<file path="config.mk">
export PLATFORM = sky130hd
export DESIGN_NAME = tick_timer
export DESIGN_NICKNAME = d
export VERILOG_FILES = /design/src/rtl/tick_pkg.sv /design/src/rtl/tick_src.sv /design/src/rtl/tick_core.sv /design/src/rtl/tick_regs.sv /design/src/rtl/tick_timer.sv
export SDC_FILE = /design/constraint.sdc
export NUM_CORES = 1
export LEC_CHECK = 0
export BUFFER_PORTS_ARGS = -buffer_cell sky130_fd_sc_hd__clkbuf_2
export CAP_MARGIN = 25
export CORE_AREA = 2 2 84 86
export CTS_CLUSTER_SIZE = 20
export DETAILED_ROUTE_END_ITERATION = 8
export DIE_AREA = 0 0 86 88
export GPL_ROUTABILITY_DRIVEN = 0
export MAX_ROUTING_LAYER = met4
export PLACE_DENSITY = 0.78
export SYNTH_ARGS = -nofsm -noshare
export SYNTH_HDL_FRONTEND = slang
export SYNTH_HIERARCHICAL = 1
export SYNTH_SLANG_ARGS = --single-unit
</file>
<file path="constraint.sdc">
create_clock -name clk -period 2.7 [get_ports clk]
set_input_delay 0.54 -clock clk [delete_from_list [all_inputs] [get_ports clk]]
set_output_delay 0.54 -clock clk [all_outputs]
set_load 0.01 [all_outputs]
</file>
<file path="src/rtl/tick_pkg.sv">
package tick_pkg;
  localparam int unsigned SEL_LSB = 2;
  localparam int unsigned SEL_W   = 2;

  typedef enum logic [SEL_W-1:0] {
    SEL_CTRL   = 2'd0,
    SEL_RELOAD = 2'd1,
    SEL_COUNT  = 2'd2,
    SEL_CALIB  = 2'd3
  } reg_sel_e;

  localparam int unsigned BIT_EN    = 0;
  localparam int unsigned BIT_IE    = 1;
  localparam int unsigned BIT_SRC   = 2;
  localparam int unsigned BIT_FLAG  = 16;
  localparam int unsigned BIT_SKEW  = 30;
  localparam int unsigned BIT_NOREF = 31;

  typedef struct packed {
    logic src;
    logic ie;
    logic en;
  } ctrl_t;

  localparam ctrl_t CTRL_RST = '{src: 1'b1, ie: 1'b0, en: 1'b0};
endpackage

</file>
<file path="src/rtl/tick_src.sv">
module tick_src #(
  parameter int unsigned SYNC_STAGES = 2
) (
  input  logic clk,
  input  logic rst_n,
  input  logic ref_i,
  input  logic en_i,
  input  logic src_clk_i,
  output logic step_o
);
  localparam int unsigned TOP = SYNC_STAGES - 1;

  logic [TOP:0] sync_q, sync_d;
  logic         last_q, last_d;
  logic         rise_w;

  // next state: shift chain plus edge-history flop
  always_comb begin
    sync_d = {sync_q[TOP-1:0], ref_i};
    last_d = sync_q[TOP];
  end

  always_ff @(posedge clk or negedge rst_n) begin
    if (!rst_n) begin
      sync_q <= '0;
      last_q <= 1'b0;
    end else begin
      sync_q <= sync_d;
      last_q <= last_d;
    end
  end

  assign rise_w = sync_q[TOP] & ~last_q;
  assign step_o = en_i & (src_clk_i | rise_w);
endmodule

</file>
<file path="src/rtl/tick_core.sv">
module tick_core #(
  parameter int unsigned CNT_W = 24
) (
  input  logic             clk,
  input  logic             rst_n,
  input  logic             step_i,
  input  logic [CNT_W-1:0] reload_i,
  input  logic             ie_i,
  input  logic             clr_i,
  input  logic             rd_clr_i,
  output logic [CNT_W-1:0] cnt_o,
  output logic             flag_o,
  output logic             irq_o
);
  localparam logic [CNT_W-1:0] ONE = CNT_W'(1);

  logic [CNT_W-1:0] cnt_q, cnt_d;
  logic             flag_q, flag_d;
  logic             irq_q, irq_d;
  logic             wrap_w;

  assign wrap_w = step_i & (cnt_q == ONE) & ~clr_i;

  always_comb begin
    cnt_d  = cnt_q;
    flag_d = flag_q;
    irq_d  = wrap_w & ie_i;
    if (clr_i) begin
      cnt_d  = '0;
      flag_d = 1'b0;
    end else begin
      if (step_i) begin
        if (cnt_q == '0) cnt_d = reload_i;
        else             cnt_d = cnt_q - ONE;
      end
      if (rd_clr_i) flag_d = 1'b0;
      if (wrap_w)   flag_d = 1'b1;
    end
  end

  always_ff @(posedge clk or negedge rst_n) begin
    if (!rst_n) begin
      cnt_q  <= '0;
      flag_q <= 1'b0;
      irq_q  <= 1'b0;
    end else begin
      cnt_q  <= cnt_d;
      flag_q <= flag_d;
      irq_q  <= irq_d;
    end
  end

  assign cnt_o  = cnt_q;
  assign flag_o = flag_q;
  assign irq_o  = irq_q;
endmodule

</file>
<file path="src/rtl/tick_regs.sv">
module tick_regs
  import tick_pkg::*;
#(
  parameter int unsigned       ADDR_W    = 4,
  parameter int unsigned       DATA_W    = 32,
  parameter int unsigned       CNT_W     = 24,
  parameter logic [CNT_W-1:0]  CAL_TENMS = '0,
  parameter bit                CAL_SKEW  = 1'b0,
  parameter bit                CAL_NOREF = 1'b0
) (
  input  logic              clk,
  input  logic              rst_n,
  input  logic [ADDR_W-1:0] bus_addr,
  input  logic              wr_en,
  input  logic [DATA_W-1:0] wr_data,
  input  logic              rd_en,
  output logic [DATA_W-1:0] rd_data,
  input  logic [CNT_W-1:0]  cnt_i,
  input  logic              flag_i,
  output ctrl_t             ctrl_o,
  output logic [CNT_W-1:0]  reload_o,
  output logic              count_clr_o,
  output logic              flag_rd_o
);
  reg_sel_e         sel_w;
  ctrl_t            ctrl_q, ctrl_d;
  logic [CNT_W-1:0] reload_q, reload_d;
  logic             unused_bits;

  assign sel_w       = reg_sel_e'(bus_addr[SEL_LSB +: SEL_W]);
  assign unused_bits = ^{bus_addr, wr_data};

  always_comb begin
    ctrl_d   = ctrl_q;
    reload_d = reload_q;
    if (wr_en && sel_w == SEL_CTRL) begin
      ctrl_d.en  = wr_data[BIT_EN];
      ctrl_d.ie  = wr_data[BIT_IE];
      ctrl_d.src = wr_data[BIT_SRC];
    end
    if (wr_en && sel_w == SEL_RELOAD) reload_d = wr_data[CNT_W-1:0];
  end

  always_ff @(posedge clk or negedge rst_n) begin
    if (!rst_n) begin
      ctrl_q   <= CTRL_RST;
      reload_q <= '0;
    end else begin
      ctrl_q   <= ctrl_d;
      reload_q <= reload_d;
    end
  end

  assign count_clr_o = wr_en & (sel_w == SEL_COUNT);
  assign flag_rd_o   = rd_en & (sel_w == SEL_CTRL);

  always_comb begin
    rd_data = '0;
    if (rd_en) begin
      case (sel_w)
        SEL_CTRL: begin
          rd_data[BIT_EN]   = ctrl_q.en;
          rd_data[BIT_IE]   = ctrl_q.ie;
          rd_data[BIT_SRC]  = ctrl_q.src;
          rd_data[BIT_FLAG] = flag_i;
        end
        SEL_RELOAD: rd_data[CNT_W-1:0] = reload_q;
        SEL_COUNT:  rd_data[CNT_W-1:0] = cnt_i;
        SEL_CALIB: begin
          rd_data[CNT_W-1:0] = CAL_TENMS;
          rd_data[BIT_SKEW]  = CAL_SKEW;
          rd_data[BIT_NOREF] = CAL_NOREF;
        end
      endcase
    end
  end

  assign ctrl_o   = ctrl_q;
  assign reload_o = reload_q;
endmodule

</file>
<file path="src/rtl/tick_timer.sv">
module tick_timer
  import tick_pkg::*;
#(
  parameter int unsigned      ADDR_W      = 4,
  parameter int unsigned      DATA_W      = 32,
  parameter int unsigned      CNT_W       = 24,
  parameter int unsigned      SYNC_STAGES = 2,
  parameter logic [CNT_W-1:0] CAL_TENMS   = '0,
  parameter bit               CAL_SKEW    = 1'b0,
  parameter bit               CAL_NOREF   = 1'b0
) (
  input  logic              clk,
  input  logic              rst_n,
  input  logic              ref_tick_i,
  input  logic [ADDR_W-1:0] bus_addr,
  input  logic              bus_wr_en,
  input  logic [DATA_W-1:0] bus_wr_data,
  input  logic              bus_rd_en,
  output logic [DATA_W-1:0] bus_rd_data,
  output logic              irq_o
);
  ctrl_t            ctrl_w;
  logic             en_w, ie_w, src_w;
  logic [CNT_W-1:0] reload_w, cnt_w;
  logic             flag_w, step_w, cvr_wr_w, csr_rd_w;

  assign en_w  = ctrl_w.en;
  assign ie_w  = ctrl_w.ie;
  assign src_w = ctrl_w.src;

  tick_regs #(
    .ADDR_W(ADDR_W), .DATA_W(DATA_W), .CNT_W(CNT_W),
    .CAL_TENMS(CAL_TENMS), .CAL_SKEW(CAL_SKEW), .CAL_NOREF(CAL_NOREF)
  ) regs_i (
    .clk(clk), .rst_n(rst_n), .bus_addr(bus_addr),
    .wr_en(bus_wr_en), .wr_data(bus_wr_data),
    .rd_en(bus_rd_en), .rd_data(bus_rd_data),
    .cnt_i(cnt_w), .flag_i(flag_w),
    .ctrl_o(ctrl_w), .reload_o(reload_w),
    .count_clr_o(cvr_wr_w), .flag_rd_o(csr_rd_w)
  );

  tick_src #(.SYNC_STAGES(SYNC_STAGES)) src_i (
    .clk(clk), .rst_n(rst_n), .ref_i(ref_tick_i),
    .en_i(en_w), .src_clk_i(src_w), .step_o(step_w)
  );

  tick_core #(.CNT_W(CNT_W)) core_i (
    .clk(clk), .rst_n(rst_n), .step_i(step_w), .reload_i(reload_w),
    .ie_i(ie_w), .clr_i(cvr_wr_w), .rd_clr_i(csr_rd_w),
    .cnt_o(cnt_w), .flag_o(flag_w), .irq_o(irq_o)
  );
endmodule

</file>
Yosys cells after proc, flatten, opt, wreduce, memory -nomap -nowiden. Index checks and enable logic that the tools add are counted.

Register bits after elaboration: 56. Word-level logic and storage cells: 41. Output and inout port bits: 33. Input bits: 41.

Equal/unequal tests: 4. Bitwise logic cells: 10. Add/sub/neg operators: 1. Reduce and logical (&&, ||, !) cells: 6. Mux-type cells: 11.

Operators by type and width (number): $mux 24 (4); $pmux 13 s2 (1); $eq 24x1->1 const B (1); $logic_not 24->1 (1); $sub 24x1->24 const B (1); $pmux 7 s2 (1); $pmux 3 s4 (1); $and 1x1->1 (7); $eq 2x2->1 const B (2); $pmux 1 s4 (1); $mux 1 (3); $reduce_bool 3->1 (1); $eq 2x1->1 const B (1); $logic_and 1x1->1 (2); $logic_not 2->1 (1); $not 1->1 (2); $reduce_bool 2->1 (1); $or 1x1->1 (1).

Depth between registers and ports, before layout.
Depth after elaboration: 8. Gate-level depth with buffers: 10.

Cells and area by module. Netlist, hierarchy kept.

Modules (own cells, without submodules): tick_core (cells each 224, area each 1870.5 um^2, seq. area each 650.6 um^2, times used 1); tick_regs (cells each 136, area each 1586.5 um^2, seq. area each 676.9 um^2, times used 1); tick_src (cells each 5, area each 96.3 um^2, seq. area each 75.1 um^2, times used 1).

Least setup slack after synthesis. No wires, ideal clock.

Kind: flip-flop to flip-flop. From: register core_i.cnt_q[0], in the netlist core_i/cnt_o[0]. To: register core_i.cnt_q[4], in the netlist core_i/cnt_o[4]. Clock period less this slack: 2.447 ns. Library setup time: 0.122 ns. Data required time: 2.578 ns. Path slack: 0.253 ns. Data arrival time: 2.325 ns. Stages on the path, launching flop included: 9. Buffers on the path: 1. Path through: dfrtp_1 > inv_1 > ha_1 > or4b_2 > clkbuf_1 > nor3_2 > nand2_1 > mux2_2 > a32o_1.

Longest elaborated chain between the ends: 4. Elaborated cells between the ends (all ways): 5.

RTL lines: start: declaration (line tick_core.sv:17) `logic [CNT_W-1:0] cnt_q, cnt_d;`; start signal: assignment (line tick_core.sv:47) `cnt_q <= cnt_d;`; $sub 24x1->24 / $logic_not 24->1 (equally long branches) (line tick_core.sv:34, tick_core.sv:33); $mux 24 (*) (line tick_core.sv:33) `if (cnt_q == '0) cnt_d = reload_i;`; $mux 24 (*) (line tick_core.sv:32) `if (step_i) begin`; $mux 24 (*) (line tick_core.sv:28) `if (clr_i) begin`.

Every way passes the cells marked *; elsewhere a longest branch is shown, timed or not. The select of a mux whose other input is x is not followed. A chain may end at the register's enable or synchronous reset.

Worst setup path after layout.
From: register core_i.cnt_q[1], in the netlist core_i/cnt_o[1]. To: register core_i.cnt_q[22], in the netlist core_i/cnt_o[22].

Same word-level chain as after synthesis.

==> impl_metrics.csv <==
group,metric,value,unit
timing,clock_skew,0.0143,ns
routing,drc,0,
timing,rsz0062_at_grt,"no",
timing,period_share,0.917,
timing,slew_headroom,0.393,
cts,cts.sinks,56,
routing,postRouteWirelength,9.26,mm
die,initial_core_util,0.535,
cts,tritoncts,"yes",
power_and_ir_drop,clock_power_share,0.171,
die,dieArea,0.00757,mm^2
timing,tightestPinTransition,0.911,ns
routing,viasPerCell,6.30,
cells_and_area,nets,476,
critical_path,worstPathRequired,2.88,ns
cells_and_area,diodes,0,
cts,insertion_delay,0.31,ns
synthesis,async_flop_share,1.00,
die,die_h,88,um
routing,num_vias,3209,
global_routing,antenna_found_initial,0,
timing,tns,0,ns
global_routing,grt-ovfl-total,0,
power_and_ir_drop,switching_power,1.03,mW
synthesis,synth_area_leaders,"dfrtp_1 (39%), mux2_4 (8.5%), a22oi_1 (4.4%)",
routing,drt_iter0_markers,260,
timing,setup_slack,0.224,ns
global_routing,gr-usage-all-layers,0.261,
power_and_ir_drop,p_per_area,661,mW/mm^2
critical_path,r2r_slack,0.22,ns
die,core_area,0.00664,mm^2
power_and_ir_drop,irDropWorstVdd,0.419,mV
synthesis,yosysMostFrequentCell,"dfrtp_1",
cts,cts_buffers,5,
critical_path,start_kind,"flop",
synthesis,ys_seq_area_frac,0.395,
global_routing,grt_pass1_vias,3055,
die,fp.dieW,86,um
power_and_ir_drop,static-leakage-power,1.87,nW
cells_and_area,syn_to_final_growth,14.3,%
synthesis,syn_area,0.00355,mm^2
critical_path,critPathKind,"flop to flop",
flow_run,drv_cap,0,
synthesis,synth_edf_count,0,
synthesis,yosysWarnings,6,
cts,cts.htree.levels,2,
critical_path,crit_fanout,8,
synthesis,synthTopCellsByCount,"dfrtp_1 (55), nor2_1 (38), a22oi_1 (21), mux2_4 (20)",
power_and_ir_drop,p_comb_frac,0.389,
power_and_ir_drop,seqPwrFrac,0.440,
global_routing,grt_max_degree,37,
die,num_rows,30,
power_and_ir_drop,power.total,2.68,mW
placement,dp_cells,501,
cells_and_area,drive_gt1_frac,0.310,
power_and_ir_drop,switching_share,0.384,
cts,clk_path_buf_depth,2,
cells_and_area,final_area,0.00406,mm^2
placement,place_ws,0.220,ns
timing,hold_viol_final,0,
cells_and_area,final_cells,509,
synthesis,synth_top_area_cell,"dfrtp_1",
timing,period_needed,2.48,ns
critical_path,crit_path_end_kind,"flop",
status,status,"complete, no violations",
synthesis,ys_types,62,
critical_path,arrival,2.66,ns
cts,postCtsSetupRepairBufs,0,
global_routing,grt_pass1_wl,15.2,mm
timing,setup_viol,0,
timing,fmax,0.404,GHz
cts,clk_pin_slew,0.10,ns
die,boundaryPins,74,
placement,numPortBuffers,55,
synthesis,yosysTopAreaCellShare,0.387,
routing,first_pass_iters,5,
timing,report.final.slew_viol_count,0,
placement,dpl-instance-area,0.00397,mm^2
synthesis,ys.flop_type,"dfrtp_1",
power_and_ir_drop,p_int,1.65,mW
synthesis,avgSynthCellArea,9.74,um^2
placement,dp_hpwl,6.64,mm
timing,whs,0.327,ns
synthesis,synthCells,365,
synthesis,yosys_register_bits,56,
routing,ant_nets,0,
cts,cts_hold_buf,0,
cts,cts_root_buf,"clkbuf_8",
worst_hold_path,min_path_type,"primary input to flop",
cells_and_area,utilization,0.611,
routing,wl_per_cell,18.2,um
## worst max-delay path: stages (launching register included)
cell and delay [ns]:
dfrtp_1 0.43, inv_1 0.11, ha_1 0.16, or4b_2 0.62, nor3_2 0.25, and2_1 0.34
buf_4 0.22, o21ai_0 0.09, o2bb2ai_1 0.13
## per-layer routing
metal / share of wire / up-vias / GRT usage
met5: 0 / - / -
li1: - / 1471 / -
met4: 0.015 / 0 / 0.0664
met1: 0.42 / 1567 / 0.348
met3: 0.072 / 17 / 0.0481
met2: 0.49 / 154 / 0.412
## sequential cells by signal (all words and copies together) (netlist names)
register / flops
src_i/last_q: 1
src_i/sync_q: 2
regs_i/ctrl_o: 3
core_i/flag_o: 1
core_i/cnt_o: 24
regs_i/reload_o: 24
core_i/irq_o: 1
## power groups by stage
stage	Combinational [mW]	Sequential [mW]	Clock, mW
2_1_floorplan	0.765	1.13	0
3_3_place_gp	0.994	1.19	0
3_5_place_dp	1.02	1.19	0
4_1_cts	1.03	1.17	0.477
5_1_grt	1.14	1.20	0.506
6_report	1.04	1.18	0.460
## final timing paths
path,start,to,depth (start not counted)
max,core_i/cnt_o[1],core_i/cnt_o[22],8
min,ref_tick_i,src_i/sync_q[0],1
max reg2reg,core_i/cnt_o[1],core_i/cnt_o[22],8
min reg2reg,src_i/sync_q[0],src_i/sync_q[1],0
max in group asynchronous,rst_n,core_i/cnt_o[10],2
min in group asynchronous,rst_n,regs_i/reload_o[15],1
## what timing repair did
item / in CTS / in global routing
resized for setup: 0 / 1
endpoints found under the hold margin: 0 / 0
setup endpoints to repair: 0 / 2
## cell families after synthesis
logic type,share of synthesized area
compound gates,0.171
fa+ha+maj,0.0246
buf+inv,0.0690
flops,0.395
mux,0.118
other cells,0.00106
simple gates,0.221
## final cells by class
class	instances	area [um^2]
flip-flops and latches	56	1400
inverters	14	52.6
multi-input cells	268	1930
clock buffers	6	72.6
fillers	568	2580
well taps	80	100
repair buffers	83	485
clock inverters	2	13.8
## cells in the final DEF, fill, tap and decap left out, types with 4 or more instances in the layout
cell,instances
nand3_1,8
clkbuf_2,55
clkbuf_8,5
or3_1,8
nand2b_1,6
and3_1,5
nor3_1,10
or4_1,6
nand4_1,4
nor2_1,38
o21ai_0,17
a22oi_1,21
nand2_1,16
buf_4,28
ha_1,7
conb_1,8
mux2_2,8
inv_1,14
nor4_1,10
mux2_4,20
a21oi_1,10
dfrtp_1,55
a221o_1,4
(Power assumes the default switching activity.)
